[config.mk]
export PLATFORM = sky130hd
export DESIGN_NAME = pit_channel
export DESIGN_NICKNAME = d
export VERILOG_FILES = /design/src/rtl/pit_pkg.sv /design/src/rtl/pit_ctrl_decode.sv /design/src/rtl/pit_count_core.sv /design/src/rtl/pit_read_port.sv /design/src/rtl/pit_channel.sv
export SDC_FILE = /design/constraint.sdc
export NUM_CORES = 1
export LEC_CHECK = 0
export BUFFER_PORTS_ARGS = -buffer_cell sky130_fd_sc_hd__buf_2
export CAP_MARGIN = 10
export CORE_UTILIZATION = 55
export DETAILED_ROUTE_END_ITERATION = 10
export HOLD_SLACK_MARGIN = 0.05
export PLACE_DENSITY = 0.85
export SLEW_MARGIN = 30
export SYNTH_ARGS = -nofsm -noshare
export SYNTH_HDL_FRONTEND = slang
export SYNTH_SLANG_ARGS = --single-unit
[constraint.sdc]
create_clock -name clk -period 2.35 [get_ports clk]
set_input_delay 0 -clock clk [delete_from_list [all_inputs] [get_ports clk]]
set_output_delay 0 -clock clk [all_outputs]
set_load 0.05 [all_outputs]
[src/rtl/pit_pkg.sv]
package pit_pkg;

  typedef struct packed {
    logic [1:0] sel;
    logic [1:0] acc;
    logic [2:0] mode;
    logic       bcd;
  } pit_ctrl_t;

  localparam logic [1:0] ACC_LATCH    = 2'b00;
  localparam logic [1:0] ACC_LOHI     = 2'b11;
  localparam logic [1:0] SEL_READBACK = 2'b11;

  typedef enum logic [2:0] {
    MODE_TERM   = 3'd0,
    MODE_RATE   = 3'd2,
    MODE_SQUARE = 3'd3
  } pit_mode_e;

  function automatic logic mode_supported(input logic [2:0] m);
    return (m == 3'd0) || (m == 3'd2) || (m == 3'd3);
  endfunction

endpackage

[src/rtl/pit_ctrl_decode.sv]
module pit_ctrl_decode
  import pit_pkg::*;
#(
  parameter logic [1:0] CHAN_SEL = 2'b00
) (
  input  logic      clk,
  input  logic      rst,
  input  logic      ctrl_we,
  input  logic [7:0] ctrl_wdata,
  output logic      latch_cmd,
  output logic      prog_stb,
  output pit_mode_e prog_mode,
  output logic      cfg_err
);

  pit_ctrl_t cb;
  logic      mine;
  logic      bad;

  always_comb begin
    cb        = pit_ctrl_t'(ctrl_wdata);
    mine      = ctrl_we && (cb.sel == CHAN_SEL) && (cb.sel != SEL_READBACK);
    latch_cmd = mine && (cb.acc == ACC_LATCH);
    prog_stb  = mine && (cb.acc == ACC_LOHI) && mode_supported(cb.mode) && !cb.bcd;
    prog_mode = pit_mode_e'(cb.mode);
    bad       = ctrl_we && ((cb.sel == SEL_READBACK) ||
                            (mine && (cb.acc != ACC_LATCH) && !prog_stb));
  end

  always_ff @(posedge clk) begin
    if (rst)      cfg_err <= 1'b0;
    else if (bad) cfg_err <= 1'b1;
  end


  err_sticky_chk: assert property (@(posedge clk) disable iff (rst)
    cfg_err |=> cfg_err);


  readback_ignored_chk: assert property (@(posedge clk) disable iff (rst)
    (ctrl_we && ctrl_wdata[7:6] == 2'b11) |-> (!prog_stb && !latch_cmd));

endmodule

[src/rtl/pit_count_core.sv]
module pit_count_core
  import pit_pkg::*;
#(
  parameter int BYTE_W = 8
) (
  input  logic                clk,
  input  logic                rst,
  input  logic                tick_en,
  input  logic                prog_stb,
  input  pit_mode_e           prog_mode,
  input  logic                data_we,
  input  logic [BYTE_W-1:0]   data_wdata,
  output logic [2*BYTE_W-1:0] count_q,
  output logic                out_q
);

  localparam int CNT_W = 2 * BYTE_W;

  logic [CNT_W-1:0] period_q;
  logic [CNT_W-1:0] reload_v;
  pit_mode_e        mode_q;
  logic             run_q;
  logic             wr_hi_q;

  assign reload_v = {data_wdata, count_q[BYTE_W-1:0]};

  always_ff @(posedge clk) begin
    if (rst) begin
      count_q  <= '0;
      period_q <= '0;
      mode_q   <= MODE_TERM;
      run_q    <= 1'b0;
      wr_hi_q  <= 1'b0;
      out_q    <= 1'b0;
    end else if (prog_stb) begin
      mode_q  <= prog_mode;
      run_q   <= 1'b0;
      wr_hi_q <= 1'b0;
      out_q   <= 1'b0;
    end else if (data_we) begin
      if (!wr_hi_q) begin
        count_q[BYTE_W-1:0] <= data_wdata;
        run_q   <= 1'b0;
        out_q   <= 1'b0;
        wr_hi_q <= 1'b1;
      end else begin
        count_q  <= reload_v;
        period_q <= reload_v;
        run_q    <= (reload_v != '0);
        out_q    <= (reload_v != '0) && (mode_q != MODE_TERM);
        wr_hi_q  <= 1'b0;
      end
    end else if (tick_en && run_q) begin
      case (mode_q)
        MODE_RATE: begin
          if (count_q <= CNT_W'(1)) begin
            count_q <= period_q;
            out_q   <= 1'b1;
          end else begin
            count_q <= count_q - CNT_W'(1);
            out_q   <= (count_q != CNT_W'(2));
          end
        end
        MODE_SQUARE: begin
          if (count_q <= CNT_W'(2)) begin
            count_q <= period_q;
            out_q   <= !out_q;
          end else begin
            count_q <= count_q - CNT_W'(2);
          end
        end
        default: begin
          if (count_q <= CNT_W'(1)) begin
            count_q <= '0;
            out_q   <= 1'b1;
            run_q   <= 1'b0;
          end else begin
            count_q <= count_q - CNT_W'(1);
          end
        end
      endcase
    end
  end


  lo_write_halts_chk: assert property (@(posedge clk) disable iff (rst)
    (data_we && !prog_stb && !wr_hi_q) |=> (!out_q && !run_q));


  term_count_chk: assert property (@(posedge clk) disable iff (rst)
    (run_q && tick_en && !prog_stb && !data_we && mode_q == MODE_TERM &&
     count_q == CNT_W'(1)) |=> (out_q && !run_q));


  rate_low_chk: assert property (@(posedge clk) disable iff (rst)
    (run_q && mode_q == MODE_RATE && !out_q) |-> (count_q == CNT_W'(1)));


  square_step_chk: assert property (@(posedge clk) disable iff (rst)
    (run_q && tick_en && !prog_stb && !data_we && mode_q == MODE_SQUARE &&
     count_q > CNT_W'(2)) |=> (count_q == $past(count_q) - CNT_W'(2) && $stable(out_q)));


  write_beats_tick_chk: assert property (@(posedge clk) disable iff (rst)
    (tick_en && data_we && !prog_stb && !wr_hi_q) |=>
      (count_q[CNT_W-1:BYTE_W] == $past(count_q[CNT_W-1:BYTE_W])));

endmodule

[src/rtl/pit_read_port.sv]
module pit_read_port #(
  parameter int BYTE_W = 8
) (
  input  logic                clk,
  input  logic                rst,
  input  logic                data_re,
  input  logic                latch_cmd,
  input  logic                prog_stb,
  input  logic [2*BYTE_W-1:0] count_i,
  output logic [BYTE_W-1:0]   rdata_q
);

  localparam int CNT_W = 2 * BYTE_W;

  logic [CNT_W-1:0] hold_q;
  logic [CNT_W-1:0] src;
  logic             latched_q;
  logic             rd_hi_q;

  assign src = latched_q ? hold_q : count_i;

  always_ff @(posedge clk) begin
    if (rst) begin
      hold_q    <= '0;
      latched_q <= 1'b0;
      rd_hi_q   <= 1'b0;
      rdata_q   <= '0;
    end else begin
      if (data_re)
        rdata_q <= rd_hi_q ? src[CNT_W-1:BYTE_W] : src[BYTE_W-1:0];
      if (prog_stb) begin
        latched_q <= 1'b0;
        rd_hi_q   <= 1'b0;
      end else begin
        if (data_re) begin
          rd_hi_q <= !rd_hi_q;
          if (rd_hi_q) latched_q <= 1'b0;
        end
        if (latch_cmd && !latched_q) begin
          latched_q <= 1'b1;
          hold_q    <= count_i;
          rd_hi_q   <= 1'b0;
        end
      end
    end
  end


  snapshot_held_chk: assert property (@(posedge clk) disable iff (rst)
    (latched_q && !prog_stb && !(data_re && rd_hi_q)) |=> (latched_q && $stable(hold_q)));


  snapshot_capture_chk: assert property (@(posedge clk) disable iff (rst)
    (latch_cmd && !latched_q && !prog_stb) |=> (hold_q == $past(count_i) && !rd_hi_q));

endmodule

[src/rtl/pit_channel.sv]
module pit_channel
  import pit_pkg::*;
#(
  parameter int         BYTE_W   = 8,
  parameter logic [1:0] CHAN_SEL = 2'b00
) (
  input  logic              clk,
  input  logic              rst,
  input  logic              tick_en,
  input  logic              ctrl_we,
  input  logic [7:0]        ctrl_wdata,
  input  logic              data_we,
  input  logic [BYTE_W-1:0] data_wdata,
  input  logic              data_re,
  output logic [BYTE_W-1:0] data_rdata,
  output logic              timer_out,
  output logic              cfg_err
);

  localparam int CNT_W = 2 * BYTE_W;

  logic             latch_cmd;
  logic             prog_stb;
  pit_mode_e        prog_mode;
  logic [CNT_W-1:0] count;

  pit_ctrl_decode #(.CHAN_SEL(CHAN_SEL)) u_dec (
    .clk        (clk),
    .rst        (rst),
    .ctrl_we    (ctrl_we),
    .ctrl_wdata (ctrl_wdata),
    .latch_cmd  (latch_cmd),
    .prog_stb   (prog_stb),
    .prog_mode  (prog_mode),
    .cfg_err    (cfg_err)
  );

  pit_count_core #(.BYTE_W(BYTE_W)) u_core (
    .clk        (clk),
    .rst        (rst),
    .tick_en    (tick_en),
    .prog_stb   (prog_stb),
    .prog_mode  (prog_mode),
    .data_we    (data_we),
    .data_wdata (data_wdata),
    .count_q    (count),
    .out_q      (timer_out)
  );

  pit_read_port #(.BYTE_W(BYTE_W)) u_rd (
    .clk       (clk),
    .rst       (rst),
    .data_re   (data_re),
    .latch_cmd (latch_cmd),
    .prog_stb  (prog_stb),
    .count_i   (count),
    .rdata_q   (data_rdata)
  );


  reset_state_chk: assert property (@(posedge clk)
    $past(rst) |-> (!timer_out && !cfg_err && data_rdata == '0));

endmodule

Word-level counts from Yosys, hierarchy flattened
Index checks and enable logic that the tools add are counted.
{ "word_totals": {"reg_bits": 65, "output_inout_bits": 10, "input_bits": 22, "word_cells": 96} }
{ "classes": {"order_cmp": 2, "n_mux": 26, "n_reduce_logical": 41, "addsub": 2, "bitwise_logic": 1, "n_eq_ne": 12} }
{ "ops": {"columns": ["op", "n"], "rows": [
  ["two-way mux 16 bit", 6],
  ["one-hot mux 16 bit (2 select lines)", 1],
  ["two-way mux 8 bit", 3],
  ["<= comparator 16 x 1 -> 1 bit (second input constant)", 1],
  ["<= comparator 16 x 2 -> 1 bit (second input constant)", 1],
  ["!= test 16 x 2 -> 1 bit (second input constant)", 1],
  ["nonzero test 16 bit", 1],
  ["subtractor 16 x 1 -> 16 bit (second input constant)", 1],
  ["subtractor 16 x 2 -> 16 bit (second input constant)", 1],
  ["two-way mux 1 bit", 15],
  ["AND reduction 3 bit", 5],
  ["== test 3 x 2 -> 1 bit (second input constant)", 4],
  ["logical AND 1 bit", 12],
  ["nonzero test 2 bit", 5],
  ["zero test 1 bit", 5],
  ["== test 2 bit (second input constant)", 2],
  ["zero test 2 bit", 2],
  ["!= test 2 x 1 -> 1 bit (second input constant)", 2],
  ["!= test 2 bit (second input constant)", 2],
  ["AND reduction 2 bit", 2],
  ["nonzero test 4 bit", 1],
  ["OR reduction 2 bit", 2],
  ["zero test 3 bit", 1],
  ["logical OR 1 bit", 3],
  ["5 further kinds", 5]
]} }

Depth between registers and ports, before layout
Gate-level depths: netlist of the first run.
{ "depth": {"depth_word": 10, "ltp_mapped": 11, "depth_no_buf": 8} }

Cells and area by module
Synthesis of the first run repeated with hierarchy kept, for this count alone.
{ "hier_totals": {"hier_cells": 469, "hier_area_um2": 3849.9} }
{ "modules_own_cells": {"columns": ["mod", "instances", "cells_each", "area_each_um2", "seq_area_each_um2"], "rows": [
  ["pit_count_core", 1, 338, 2585.0, 760.7],
  ["pit_read_port", 1, 115, 1162.4, 520.5],
  ["pit_ctrl_decode", 1, 16, 102.6, 20.0]
]} }

Worst setup path after synthesis of the first run
OpenSTA, ideal clock, no wires.
{ "synth_path": {"path_type": "register to register", "start": "register u_core.count_q[0]", "end": "register u_core.count_q[10]", "period_less_slack_ns": 2.153, "setup_ns": 0.137, "arrival_ns": 2.015, "path_stages_with_launch": 10, "path_slack_ns": 0.197, "path_cell_list": "dfxtp_1 -> clkbuf_1 -> inv_1 -> ha_1 -> or2_2 -> and2_1 -> nand4_2 -> nor3_2 -> a221oi_1 -> a311oi_2"} }
{ "synth_via": {"elab_chain_len": 5} }
{ "synth_rtl": {"columns": ["element", "line", "rtl"], "rows": [
  ["start, declared", "pit_count_core.sv:13", "output logic [2*BYTE_W-1:0] count_q,"],
  ["start signal, assigned by index", "pit_count_core.sv:42", "count_q[BYTE_W-1:0] <= data_wdata;"],
  ["start signal, assigned", "pit_count_core.sv:47", "count_q <= reload_v;"],
  ["start signal, assigned", "pit_count_core.sv:57", "count_q <= period_q;"],
  ["subtractor 16 x 1 -> 16 bit, or another cell as far along", "pit_count_core.sv:60, pit_count_core.sv:78", null],
  ["two-way mux 16 bit (on tied branches)", "pit_count_core.sv:73, pit_count_core.sv:56, pit_count_core.sv:65", null],
  ["one-hot mux 16 bit (2 select lines) (*)", "pit_count_core.sv:54", "case (mode_q)"],
  ["two-way mux 16 bit (*)", "pit_count_core.sv:53", "end else if (tick_en && run_q) begin"],
  ["two-way mux 16 bit (*)", "pit_count_core.sv:40", "end else if (data_we) begin"]
]} }
Every way passes the cells marked *; elsewhere a longest branch is shown, timed or not. The select of a mux whose other input is x is not followed.
A chain may end at the register's enable or synchronous reset.

Worst setup path in the final report of the first run
{ "layout_path": {"start": "register u_core.count_q[1]", "end": "register u_core.count_q[10]"} }
The elaborated chain is that of the path after synthesis.

==> parameters.txt, run 1 <==
Parameter                              Value

Outcome
  Run status    finished clean

Route
  Wire length per cell after detailed routing    20.3 µm
  Detailed-route DRC error count    0
  Mean number of vias per cell    around 6.3
  Antenna-violating nets left    0
  Total routed wirelength    approximately 14000 µm
  Iteration-0 DRC Markers    roughly 400
  Pre-Repair DR Iteration Count    6
  Routed via count    4227

Global routing
  Global routing usage on met3    around 5.4%
  Grt ovf    0
  Maximum number of pins on one net before global-route repair    28
  Global-route total usage across every layer    36.1%
  Routing layer with the top usage in global route    met2
  Number of antenna violations at the first check in global routing    0
  Vias in the first global route    3983
  M1 GR Usage    a little under half
  Met2 routing resource usage after global routing    59.8%
  Global-route wire length before repair    21100 µm

Finish
  Area overhead of the layout relative to synthesis    15.3%
  Flip-flop and latch area    ~1300 µm²
  Fraction of layout cells with a size suffix above 1    21.0%
  Post-route insts no fill    670
  Fin nets    roughly 590
  Multi-input combinational cell area    2630 µm²
  Number of diodes added for antenna fixing    0
  Final design utilization    66.1%
  Post-route design area    slightly below 5000 µm²
  Layout filler cell count    616

Die
  Number of ports placed on the die boundary    32
  Area of the core    around 7300 µm²
  Row Count    31
  Floorplan die height    around 90 µm
  Effective utilization at floorplan    around 57%
  Overall die area    8000 µm²
  Horizontal die dimension    roughly 89 µm

Yosys
  Cell with the most instances after synthesis    nand2_1
  Dominant cell type by area after synthesis    dfxtp_1
  Synth cell types    67
  Post-Syn Nets    about 550
  Count of warnings emitted by yosys    0
  Cell count after synthesis    517
  Synthesized cell area    4200 µm²
  Number of flip-flops and latches in the synthesized netlist    65
  Leading post-synthesis cells by instance count    nand2_1, dfxtp_1, a21oi_1
  Top post-synthesis cells by area    dfxtp_1, nand2_1, a21oi_1
  Post-synth EDFFs    0
  Mean post-synth cell area    a little over 8 µm²
  Yosys top cell area share    between 30% and 40%
  Fraction of registers with async set/reset    0%
  Seq/Total Area, Yosys    between 30% and 40%
  Main synth FF type    dfxtp_1

Placement
  Worst slack, placed    about 0.20 ns
  Port bufs    31
  Routability cong.    between 1 and 1.5
  Number of cells in the design after placement    between 600 and 700
  Post-detail-place hpwl    between 9000 and 10000 µm
  Placed cell area    ~4500 µm²

STA
  Worst rel slew slack    roughly half
  Accumulated negative setup slack    0 ns
  Final Max Tran Viols    0
  Clock skew after layout    0.00648 ns
  Worst Hold Slack    approximately 0.11 ns
  Final worst-path cycle share    a little over nine tenths
  Number of hold violations in the final report    0
  Pin slew with the least headroom to its limit    0.721 ns
  Final worst setup slack    between 0.1 and 0.15 ns
  # setup viols final    0
  Setup repair after global routing missed its margin    no
  Achievable frequency    around 450 MHz
  Minimum period implied by the final worst setup slack    2.24 ns

Pwr
  Power density over the cells    706 nW/µm²
  Power after layout    3.42 mW
  Combinational cell fraction of total power    34.9%
  IR Drop Worst-Case VDD    about 0.34 mV
  Power share of the sequential group    about 36%
  Leakage    1.86 nW
  Net switching power    1.30 mW
  Clock group share of total power    between 20% and 30%
  Internal Pwr Total    ~2.1 mW
  Share of total power consumed by net switching    between 30% and 40%

CTS
  Count of H-tree levels built during CTS    3
  Clock buffer count from CTS    9
  Clk pin slew, worst setup/hold paths    ~0.08 ns
  Clock sink count    65
  Clock tree from TritonCTS    built
  # resized after CTS    0
  Root buffer cell    clkbuf_8
  Buffer depth of the longest clock path    2
  Worst-Skew Late Latency    ~0.35 ns

Critical path
  Critical path startpoint category    flip-flop
  Kind of critical path    flip-flop to flip-flop
  CP max FO    6
  Data required time of the worst path    between 2 and 3 ns
  Arrival time worst endpoint    between 2 and 3 ns
  Nature of the critical path endpoint    flip-flop

Worst hold path
  Tightest Hold Check Type    input port to flip-flop

Flow run
  Maximum capacitance violations    0
## per-layer routing
| layer | wire (µm) | vias to the layer above | part of all wire [%] |
|---|---|---|---|
| met5 | 0 | - | 0 |
| met4 | 550 | 0 | 4.0 |
| met3 | 1080 | 53 | 7.9 |
| met2 | 6450 | 232 | 47 |
| met1 | 5550 | 1996 | 41 |
| li1 | - | 1946 | - |
## cell usage in the layout (no fill, tap or decap), drive strengths merged, types with 8 or more instances in the layout
master       instances
o21ai               21
buf                 69
nand2              101
inv                  9
a21oi               57
nor2                40
mux2i               14
clkbuf               9
xnor2               15
dfxtp               65
dlygate4sd3         12
nor4                 9
o211ai              11
nor3                10
nand4                8
nand3               15
xor2                11
mux4                 8
## cell type report
type	instances	area share [%]
Multi-Input combinational cell	402	54.3
Clock buffer	9	2.56
Tap cell	99	2.56
Inverter	7	0.542
Sequential cell	65	26.9
Clock inverter	7	1.60
Timing Repair Buffer	81	11.6
## flip-flops by register name, indices dropped and copies added (netlist names)
signal and cells:
u_core.mode_q 3, u_core.wr_hi_q 1, u_dec.cfg_err 1, u_rd.latched_q 1, u_core.out_q 1, u_core.count_q 16, u_rd.rd_hi_q 1, u_core.period_q 16
u_rd.rdata_q 8, u_core.run_q 1, u_rd.hold_q 16
## repair_timing
action / 4_1_cts / 5_1_grt
hold endpoints to repair: 12 / 0
buffers inserted: 0 / 0
hold buffers: 12 / 0
## critical path: stages, from the launching register on
cell and delay, ns:
dfxtp_1 0.33, inv_1 0.18, ha_1 0.25, or2_2 0.15
and2_1 0.24, nand4_2 0.26, nor3_2 0.29, a221oi_1 0.13
a311oi_2 0.33
## power groups by stage
| stage | registers, mW | clock network (mW) | logic [mW] |
|---|---|---|---|
| floorplan | 1.25 | 0 | 0.811 |
| global placement | 1.24 | 0 | 1.14 |
| global route | 1.23 | 1.06 | 1.28 |
| CTS | 1.22 | 1.01 | 1.16 |
| detailed placement | 1.25 | 0 | 1.14 |
| finish | 1.22 | 1.00 | 1.19 |
## final timing paths
kind | from | endpoint | slack [ns] | cells past startpoint
max | u_core.count_q[1] | u_core.count_q[10] | 0.11 | 8
min reg2reg | u_rd.hold_q[15] | u_rd.hold_q[15] | 0.46 | 2
min | data_re | u_rd.rdata_q[3] | 0.11 | 3
max reg2reg | u_core.count_q[1] | u_core.count_q[10] | 0.11 | 8
## cells by family (layout without fill, tap and decap cells)
kind of cell / Yosys count / after routing / synth area share, %
xor+xnor: 26 / 26 / 5.42
compound gates: 130 / 130 / 20.2
simple gates: 217 / 217 / 27.3
buf+inv: 50 / 104 / 6.40
fa+ha+maj: 6 / 6 / 1.79
mux: 23 / 23 / 7.98
flops: 65 / 65 / 31.0
Note: power is estimated with default switching activity, not from simulation.
==> run 2: changes to the inputs <==
- BUFFER_PORTS_ARGS: -buffer_cell sky130_fd_sc_hd__buf_2 -> unset
- CTS_BUF_LIST: unset -> sky130_fd_sc_hd__clkbuf_4 sky130_fd_sc_hd__clkbuf_8
- DONT_BUFFER_PORTS: unset -> 1
- PLACE_DENSITY: 0.85 -> 0.81
==> parameters.txt, run 2 (synthesis gave the netlist of run 1 again) <==
Parameter                              Value

Outcome
  Run status    finished clean

Finish
  Layout filler cell count    slightly above 600
  Fin nets    slightly below 600
  Post-route design area    slightly below 5000 µm²
  Number of diodes added for antenna fixing    0
  Top library cells by usage in the layout, fill and taps aside    nand2_1, dfxtp_1, a21oi_1
  Final design utilization    between 60% and 70%
  Biggest regs    u_core.count_q: 16 flops, u_core.period_q: 16 flops, u_rd.hold_q: 16 flops
  Fraction of layout cells with a size suffix above 1    between 10% and 20%
  Post-route insts no fill    ~650
  Area overhead of the layout relative to synthesis    16.2%
  Leading cell type in the layout, fill and taps excluded    nand2_1
  Flip-flop and latch area    about 1300 µm²
  Multi-input combinational cell area    approximately 2600 µm²

CTS
  Worst-Skew Late Latency    between 0.3 and 0.4 ns
  Clock sink count    65
  Clock tree from TritonCTS    built
  Clock buffer count from CTS    9
  Clk pin slew, worst setup/hold paths    around 0.080 ns
  Root buffer cell    clkbuf_8
  Count of H-tree levels built during CTS    3
  Number of buffers inserted by post-CTS setup repair    0
  Buffer depth of the longest clock path    2

Die
  Number of ports placed on the die boundary    32
  Effective utilization at floorplan    ~57%
  Row Count    31
  Horizontal die dimension    around 89 µm
  Overall die area    roughly 8000 µm²
  Area of the core    7330 µm²
  Floorplan die height    a little under 90 µm

STA
  Clock skew after layout    about 0.0095 ns
  Accumulated negative setup slack    0 ns
  Number of hold violations in the final report    0
  # setup viols final    0
  Achievable frequency    roughly 450 MHz
  Pin slew with the least headroom to its limit    0.896 ns
  Final Max Tran Viols    0
  Minimum period implied by the final worst setup slack    ~2.2 ns
  Final worst-path cycle share    slightly above 90%
  Setup repair after global routing missed its margin    no
  Worst rel slew slack    ~40%
  Final worst setup slack    0.152 ns

Route
  Routed via count    ~4200
  Detailed-route DRC error count    0
  Total routed wirelength    approximately 14000 µm
  Antenna-violating nets left    0
  Mean number of vias per cell    approximately 6.5
  Iteration-0 DRC Markers    approximately 440
  Wire length per cell after detailed routing    between 20 and 25 µm
  Pre-Repair DR Iteration Count    5

Placement
  Port bufs    0
  Post-detail-place hpwl    9390 µm
  Placed cell area    4400 µm²
  Worst slack, placed    approximately 0.16 ns
  Number of cells in the design after placement    about 600
  Routability cong.    ~1.0

Global routing
  Grt ovf    0
  Number of antenna violations at the first check in global routing    0
  Vias in the first global route    3937
  Global-route total usage across every layer    a little over a third
  Maximum number of pins on one net before global-route repair    between 60 and 70
  Global-route wire length before repair    21200 µm

Pwr
  Leakage    roughly 1.8 nW
  Power density over the cells    between 700 and 800 nW/µm²
  IR Drop Worst-Case VDD    around 0.37 mV

Critical path
  Data required time of the worst path    between 2 and 3 ns
  Critical path startpoint category    flip-flop
  Number of cells on the worst reg-to-reg path    6
  Kind of critical path    flip-flop to flip-flop
  CP max FO    12
  CP peak stage delay    0.52 ns
  Arrival time worst endpoint    roughly 2.5 ns
  Slowest-stage cell, CP    nor4_4
  Nature of the critical path endpoint    flip-flop
  Critical path, cell by cell    nor4_4 -> and4_4 -> nand2_4 -> buf_4 -> a211o_1 -> a311oi_1

Worst hold path
  Tightest Hold Check Type    input port to flip-flop
  Number of instances on the worst hold path    4

Flow run
  Maximum capacitance violations    0
run 2: path summary, 6_finish.rpt:
path | slack (ns) | from | endpoint
setup / recovery | 0.15 | u_core.count_q[4] | u_core.count_q[14]
hold / removal | 0.06 | ctrl_wdata[4] | u_dec.cfg_err
setup reg to reg | 0.15 | u_core.count_q[4] | u_core.count_q[14]
hold reg to reg | 0.46 | u_rd.hold_q[8] | u_rd.hold_q[8]
run 2: critical path: cells and delay by family, from the launching register on:
family	cells	cell delay, ns
AND/OR/NAND/NOR	3	1.00
AO/OA/AOI/OAI	2	0.50
buffers and inverters	1	0.20
flip-flops	1	0.43
run 2: stage by stage:
step                power [mW]  hold slack [ns]
floorplan                 2.06            0.136
detailed placement        2.33           0.0716
global route              3.69            0.101
global placement          2.32           0.0750
finish                    3.54           0.0578
CTS                       3.50           0.0502
run 2: power by group:
group	switching [mW]	internal, mW
registers	0.102	1.15
clock network	0.503	0.610
logic	0.674	0.497
total	1.28	2.26
run 2: per-layer routing:
| metal | GRT usage, % | routed length (µm) | vias to the layer above |
|---|---|---|---|
| met4 | 19.6 | 692 | 0 |
| met1 | 46.0 | 5380 | 1981 |
| li1 | - | - | 1904 |
| met5 | 0 | 0 | - |
| met3 | 9.51 | 1380 | 71 |
| met2 | 57.1 | 6180 | 284 |
run 2: cell type report:
cell class,instances,share of cell area [%]
inverters,7,0.538
repair buffers,65,11.6
well taps,99,2.54
clock inverters,7,2.10
flip-flops and latches,65,26.7
multi-input cells,402,54.0
clock buffers,9,2.54
run 2: timing repair:
item	CTS	global route
setup endpoints to repair	0	3
hold buffers	23	0
gates resized for setup	0	3
hold endpoints to repair	65	0
